--- src/rtl/udc_pkg.sv ---
package udc_pkg;

    localparam int CW = 4;

    typedef logic [CW-1:0] cnt_t;

    typedef enum logic [1:0] {
        ST_HOLD = 2'd0,
        ST_UP   = 2'd1,
        ST_DN   = 2'd2
    } step_e;

    typedef struct packed {
        logic up_lvl;
        logic dn_lvl;
        logic up_rise;
        logic dn_rise;
    } clk_view_t;

    function automatic cnt_t top_val(input logic dec);
        return dec ? cnt_t'(9) : cnt_t'((1 << CW) - 1);
    endfunction

    function automatic logic is_legal(input cnt_t c, input logic dec);
        return (c <= top_val(dec));
    endfunction

    function automatic cnt_t next_up(input cnt_t c, input logic dec);
        if (!is_legal(c, dec)) return '0;
        if (c == top_val(dec)) return '0;
        return cnt_t'(c + 1'b1);
    endfunction

    function automatic cnt_t next_dn(input cnt_t c, input logic dec);
        if (!is_legal(c, dec)) return top_val(dec);
        if (c == '0) return top_val(dec);
        return cnt_t'(c - 1'b1);
    endfunction

endpackage

--- src/rtl/udc_edge_sync.sv ---
module udc_edge_sync #(
    parameter int STAGES = 2
) (
    input  logic clk,
    input  logic rst,
    input  logic din,
    output logic lvl,
    output logic rise
);
    localparam int LAST = STAGES;

    logic [LAST:0] sh;

    always_ff @(posedge clk) begin
        if (rst) sh <= '1;
        else     sh <= {sh[LAST-1:0], din};
    end

    assign lvl  = sh[LAST];
    assign rise = sh[LAST-1] & ~sh[LAST];

    // an edge is reported for a single system cycle only
    a_r3_rise_single: assert property (@(posedge clk) disable iff (rst)
        rise |=> !rise);

endmodule

--- src/rtl/udc_step_arb.sv ---
module udc_step_arb
    import udc_pkg::*;
(
    input  logic      clk,
    input  logic      rst,
    input  logic      ctrl,
    input  clk_view_t view,
    output step_e     step
);
    logic busy_q;

    always_ff @(posedge clk) begin
        if (rst) busy_q <= 1'b0;
        else     busy_q <= ctrl;
    end

    always_comb begin
        step = ST_HOLD;
        if (!(busy_q || ctrl)) begin
            if (view.up_rise && !view.dn_rise && view.dn_lvl)
                step = ST_UP;
            else if (view.dn_rise && !view.up_rise && view.up_lvl)
                step = ST_DN;
        end
    end

    // coincident edges never produce a step
    a_r9_both_hold: assert property (@(posedge clk) disable iff (rst)
        (view.up_rise && view.dn_rise) |-> step == ST_HOLD);

endmodule

--- src/rtl/udc_count_reg.sv ---
module udc_count_reg
    import udc_pkg::*;
#(
    parameter bit DECADE = 1'b1
) (
    input  logic  clk,
    input  logic  rst,
    input  logic  clr,
    input  logic  load_n,
    input  cnt_t  preset,
    input  step_e step,
    output cnt_t  q
);
    localparam cnt_t TOP = top_val(DECADE);

    always_ff @(posedge clk) begin
        if (rst || clr)   q <= '0;
        else if (!load_n) q <= preset;
        else begin
            unique case (step)
                ST_UP:   q <= next_up(q, DECADE);
                ST_DN:   q <= next_dn(q, DECADE);
                default: q <= q;
            endcase
        end
    end

    // wrap at both ends of the range
    a_r5_up_wrap: assert property (@(posedge clk) disable iff (rst)
        (!clr && load_n && step == ST_UP && q == TOP) |=> q == '0);
    a_r5_dn_wrap: assert property (@(posedge clk) disable iff (rst)
        (!clr && load_n && step == ST_DN && q == '0) |=> q == TOP);

endmodule

--- src/rtl/udc_term_out.sv ---
module udc_term_out
    import udc_pkg::*;
#(
    parameter bit DECADE = 1'b1
) (
    input  cnt_t q,
    input  logic up_lvl,
    input  logic dn_lvl,
    output logic carry_n,
    output logic borrow_n
);
    localparam cnt_t TOP = top_val(DECADE);

    assign carry_n  = !((q == TOP) && !up_lvl);
    assign borrow_n = !((q == '0) && !dn_lvl);

endmodule

--- src/rtl/updn_decade_counter.sv ---
module updn_decade_counter
    import udc_pkg::*;
#(
    parameter bit DECADE      = 1'b1,
    parameter int SYNC_STAGES = 2
) (
    input  logic          clk,
    input  logic          rst,
    input  logic          clr,
    input  logic          load_n,
    input  logic [CW-1:0] preset,
    input  logic          up_clk,
    input  logic          dn_clk,
    output logic [CW-1:0] count,
    output logic          carry_n,
    output logic          borrow_n
);
    localparam cnt_t TOP = top_val(DECADE);

    logic [1:0] raw, lvl, rise;
    clk_view_t  view;
    step_e      step;
    logic       ctrl;

    assign raw  = {dn_clk, up_clk};
    assign ctrl = clr | ~load_n;

    for (genvar g = 0; g < 2; g++) begin : g_sync
        udc_edge_sync #(.STAGES(SYNC_STAGES)) u_sync (
            .clk (clk),
            .rst (rst),
            .din (raw[g]),
            .lvl (lvl[g]),
            .rise(rise[g])
        );
    end

    assign view = '{up_lvl: lvl[0], dn_lvl: lvl[1], up_rise: rise[0], dn_rise: rise[1]};

    udc_step_arb u_arb (
        .clk (clk),
        .rst (rst),
        .ctrl(ctrl),
        .view(view),
        .step(step)
    );

    udc_count_reg #(.DECADE(DECADE)) u_cnt (
        .clk   (clk),
        .rst   (rst),
        .clr   (clr),
        .load_n(load_n),
        .preset(preset),
        .step  (step),
        .q     (count)
    );

    udc_term_out #(.DECADE(DECADE)) u_term (
        .q       (count),
        .up_lvl  (view.up_lvl),
        .dn_lvl  (view.dn_lvl),
        .carry_n (carry_n),
        .borrow_n(borrow_n)
    );

    // clear wins over everything
    a_r1_clear: assert property (@(posedge clk) disable iff (rst)
        clr |=> count == '0);
    // load copies the preset
    a_r2_load: assert property (@(posedge clk) disable iff (rst)
        (!clr && !load_n) |=> count == $past(preset));
    // no step in the cycle following a control release
    a_r10_release_hold: assert property (@(posedge clk) disable iff (rst)
        $past(clr || !load_n) |-> step == ST_HOLD);
    // a low carry is followed by a hold at top or a wrap to zero
    a_r6_carry_next: assert property (@(posedge clk) disable iff (rst)
        (!carry_n && !clr && load_n) |=> (count == TOP || count == '0));

    if (DECADE) begin : g_dec_chk
        // a legal decade count stays legal without a load
        a_r8_stay_legal: assert property (@(posedge clk) disable iff (rst)
            (count <= 4'd9 && !clr && load_n) |=> count <= 4'd9);
        // an illegal value recovers on its first count
        a_r8_recover: assert property (@(posedge clk) disable iff (rst)
            (count > 4'd9 && !clr && load_n && step != ST_HOLD) |=>
                (count == 4'd0 || count == 4'd9));
    end

endmodule

--- config.mk ---
export PLATFORM = sky130hd
export DESIGN_NAME = updn_decade_counter
export DESIGN_NICKNAME = d
export VERILOG_FILES = /design/src/rtl/udc_pkg.sv /design/src/rtl/udc_edge_sync.sv /design/src/rtl/udc_step_arb.sv /design/src/rtl/udc_count_reg.sv /design/src/rtl/udc_term_out.sv /design/src/rtl/updn_decade_counter.sv
export SDC_FILE = /design/constraint.sdc
export NUM_CORES = 1
export LEC_CHECK = 0
export ABC_AREA = 1
export BUFFER_PORTS_ARGS = -buffer_cell sky130_fd_sc_hd__buf_2
export CORE_AREA = 2 2 39 41
export DETAILED_ROUTE_END_ITERATION = 8
export DIE_AREA = 0 0 41 43
export HOLD_SLACK_MARGIN = 0.1
export PLACE_DENSITY = 0.84
export SLEW_MARGIN = 20
export SYNTH_ARGS = -nofsm -noshare
export SYNTH_HDL_FRONTEND = slang
export SYNTH_HIERARCHICAL = 1
export SYNTH_SLANG_ARGS = --single-unit
--- constraint.sdc ---
create_clock -name clk -period 2.47 [get_ports clk]
set_clock_uncertainty 0.05 [all_clocks]
set_input_delay 0.3705 -clock clk [delete_from_list [all_inputs] [get_ports clk]]
set_output_delay 0.3705 -clock clk [all_outputs]
set_load 0.05 [all_outputs]
==> impl_metrics.tcl <==
set metrics [dict create \
    outcome "finished, final reports clean" \
    busiest_layer "met2" \
    ctsLongestPathBuffers 2 \
    net-switching-power_uw 104 \
    use_met2_pct 30.3 \
    final_nets 137 \
    fp.dieH_um 43 \
    pwr-share-seq_pct 51.6 \
    path_clk_slew_ns 0.06 \
    power_frac_comb_pct 17.1 \
    fmax_mhz 619 \
    p_leak_nw 0.416 \
    seqCellArea_um2 220 \
    dieArea_um2 1760 \
    cts.hold.buffers_added 0 \
    setup.worst_path.start_class "register" \
    tightest_slew_ns 0.305 \
    cts_tree "done" \
    fin_crit_sh_pct 65.4 \
    gr-usage-met3_pct 4.71 \
    yosysWarningCount 6 \
    grt_pass1_wl_um 2140 \
    die_x_um 41 \
    numCtsBuffers 3 \
    post-route-util_pct 54.4 \
    htreeDepth 1 \
    multi_input_area_um2 318 \
    worst-path-max-fanout 9 \
    setup_viol 0 \
    fillers 144 \
    endpoint_kind "output port" \
    grt_util_all_layers_pct 17.8 \
    cap_viol_max_count 0 \
    hold_viol 0 \
    netlist.area_leader.share_pct 34.9 \
    drtIter0Drc 20 \
    synth_area_um2 632 \
    ys_seq_area_share_pct 34.9 \
    first_global_vias 609 \
    diodes 0 \
    synth_area_leaders "dfxtp_1 35%, nand2_1 19%, inv_1 14%, nor2_1 8.9%, nand3_1 5.5%" \
    critical_path_buf_inv_count 1 \
    numPortBuffers 15 \
    vias 669 \
    internal_power_uw 269 \
    wl_per_cell_um 9.05 \
    ys_types 14 \
    clkPwrFrac_pct 31.3 \
    path_class "register to output port" \
    syn_nets 117 \
    swShare_pct 27.9 \
    ios 16 \
    cts_resized 0 \
    area_growth_pct 19.2 \
    required_ns 2.05 \
    finalMaxSlewViolations 0 \
    crit_path_top_delay_cell "dfxtp_1" \
    worstHoldPathType "input port to register" \
    cts_sinks 11 \
    routed_wl_um 1290 \
    cp.arrival_ns 1.19 \
    slew_headroom_pct 79.6 \
    crit_chain "nor2_1, nand3_1, buf_2" \
    ant_nets 0 \
    post-dp-hpwl_um 1010 \
    synth_top_area_cell "dfxtp_1" \
    gp_congestion 0.801 \
    via_per_inst 4.71 \
    antenna_found_initial 0 \
    clk_latency_ns 0.26 \
    overflow 0 \
    powerDensity_nw_per_um2 496 \
    rows 14 \
    postSynthCellCount 107 \
    layout-drive-gt1-share_pct 21.4 \
    drc 0 \
    postCtsSetupRepairBufs 0 \
    ir_drop_mv 0.313 \
    synth_seq_cells 11 \
    rsz0062_at_grt "false" \
    start_util_pct 45.7 \
    fin_crit_ns 1.62 \
    cts_root_buf "clkbuf_4" \
    slowest_delay_ns 0.50 \
    fin_setup_tns_ns 0 \
    syn_area_per_cell_um2 5.91 \
    drtPass1Iterations 4 \
    core_area_um2 1380 \
    grt_max_degree 10 \
    met1_usage_pct 19.1 \
    crit_family "flip-flops" \
]
-- worst min-delay path: stages --
cell,delay (ns)
buf_2,0.07
inv_1,0.03
nand2_1,0.04
-- cell type report --
class                           instances  area share (%)
Tap cell                               16            2.66
Clock buffer                            4            3.49
Sequential cell                        11            29.2
Multi-Input combinational cell         71            42.2
Timing Repair Buffer                   15            9.97
Inverter                               25            12.5
-- registers in the layout, indices dropped and copies added, names as in the netlist --
| name | cells |
|---|---|
| g_sync.u_sync/sh | 6 |
| u_arb/busy_q | 1 |
| u_cnt/q | 4 |
-- synthesized netlist by cell type --
master,number
nor2_2,2
nand2_2,2
nor2_1,15
inv_2,2
a21oi_2,2
o21ai_0,4
o21ai_2,1
nand2_1,32
o211ai_1,1
a21oi_1,4
inv_1,23
nand3b_1,1
nand3_1,7
dfxtp_1,11
-- power by group through the flow --
stage | clock, mW | sequential [mW] | combinational [mW]
2_1_floorplan | 0 | 0.205 | 0.0365
3_3_place_gp | 0 | 0.197 | 0.0623
3_5_place_dp | 0 | 0.197 | 0.0635
4_1_cts | 0.123 | 0.193 | 0.0638
5_1_grt | 0.136 | 0.194 | 0.0719
6_report | 0.117 | 0.193 | 0.0638
-- routing by layer --
metal,wire length [µm],part of all wire [%],vias up
met5,0,0,-
met4,0,0,0
met3,80,6.2,0
met2,632,49,19
met1,572,45,292
li1,-,-,358
-- cell usage in the layout, fill, tap and decap left out, drive strengths merged --
cell type  count
inv           25
dfxtp         11
nand3          7
o21ai          5
nor2          17
a21oi          6
nand3b         1
o211ai         1
clkbuf         4
nand2         34
buf           15
-- logic make-up after synthesis --
group                  count (synthesis)  synth area share [%]
AND/OR/NAND/NOR                       59                  38.6
AO/OA/AOI/OAI                         12                  11.7
buffers and inverters                 25                  14.9
flip-flops                            11                  34.9
-- final timing paths --
check,startpoint,to,slack [ns],cells past startpoint
worst max-delay path,u_cnt/q[2]$_SDFFE_PP0P_,carry_n,0.85,3
worst max register to register,g_sync[1].u_sync/sh[1]$_SDFF_PP1_,u_cnt/q[2]$_SDFFE_PP0P_,0.97,10
worst min-delay path,up_clk,g_sync[0].u_sync/sh[0]$_SDFF_PP1_,0.23,3
worst min register to register,g_sync[1].u_sync/sh[0]$_SDFF_PP1_,g_sync[1].u_sync/sh[1]$_SDFF_PP1_,0.37,2
-- per-stage QoR --
| stage | cells | setup WS, ns | cell area (µm²) | power (mW) | hold WS, ns |
|---|---|---|---|---|---|
| floorplan | 107 | 0.780 | 632 | 0.241 | 0.337 |
| global placement | 138 | 0.827 | 727 | 0.259 | 0.344 |
| detailed placement | 138 | 0.809 | 727 | 0.261 | 0.351 |
| CTS | 142 | 0.856 | 753 | 0.380 | 0.222 |
| global route | 142 | 0.787 | 753 | 0.402 | 0.212 |
| finish | 142 | 0.855 | 753 | 0.374 | 0.230 |
Power figures use the tool's default switching activity.
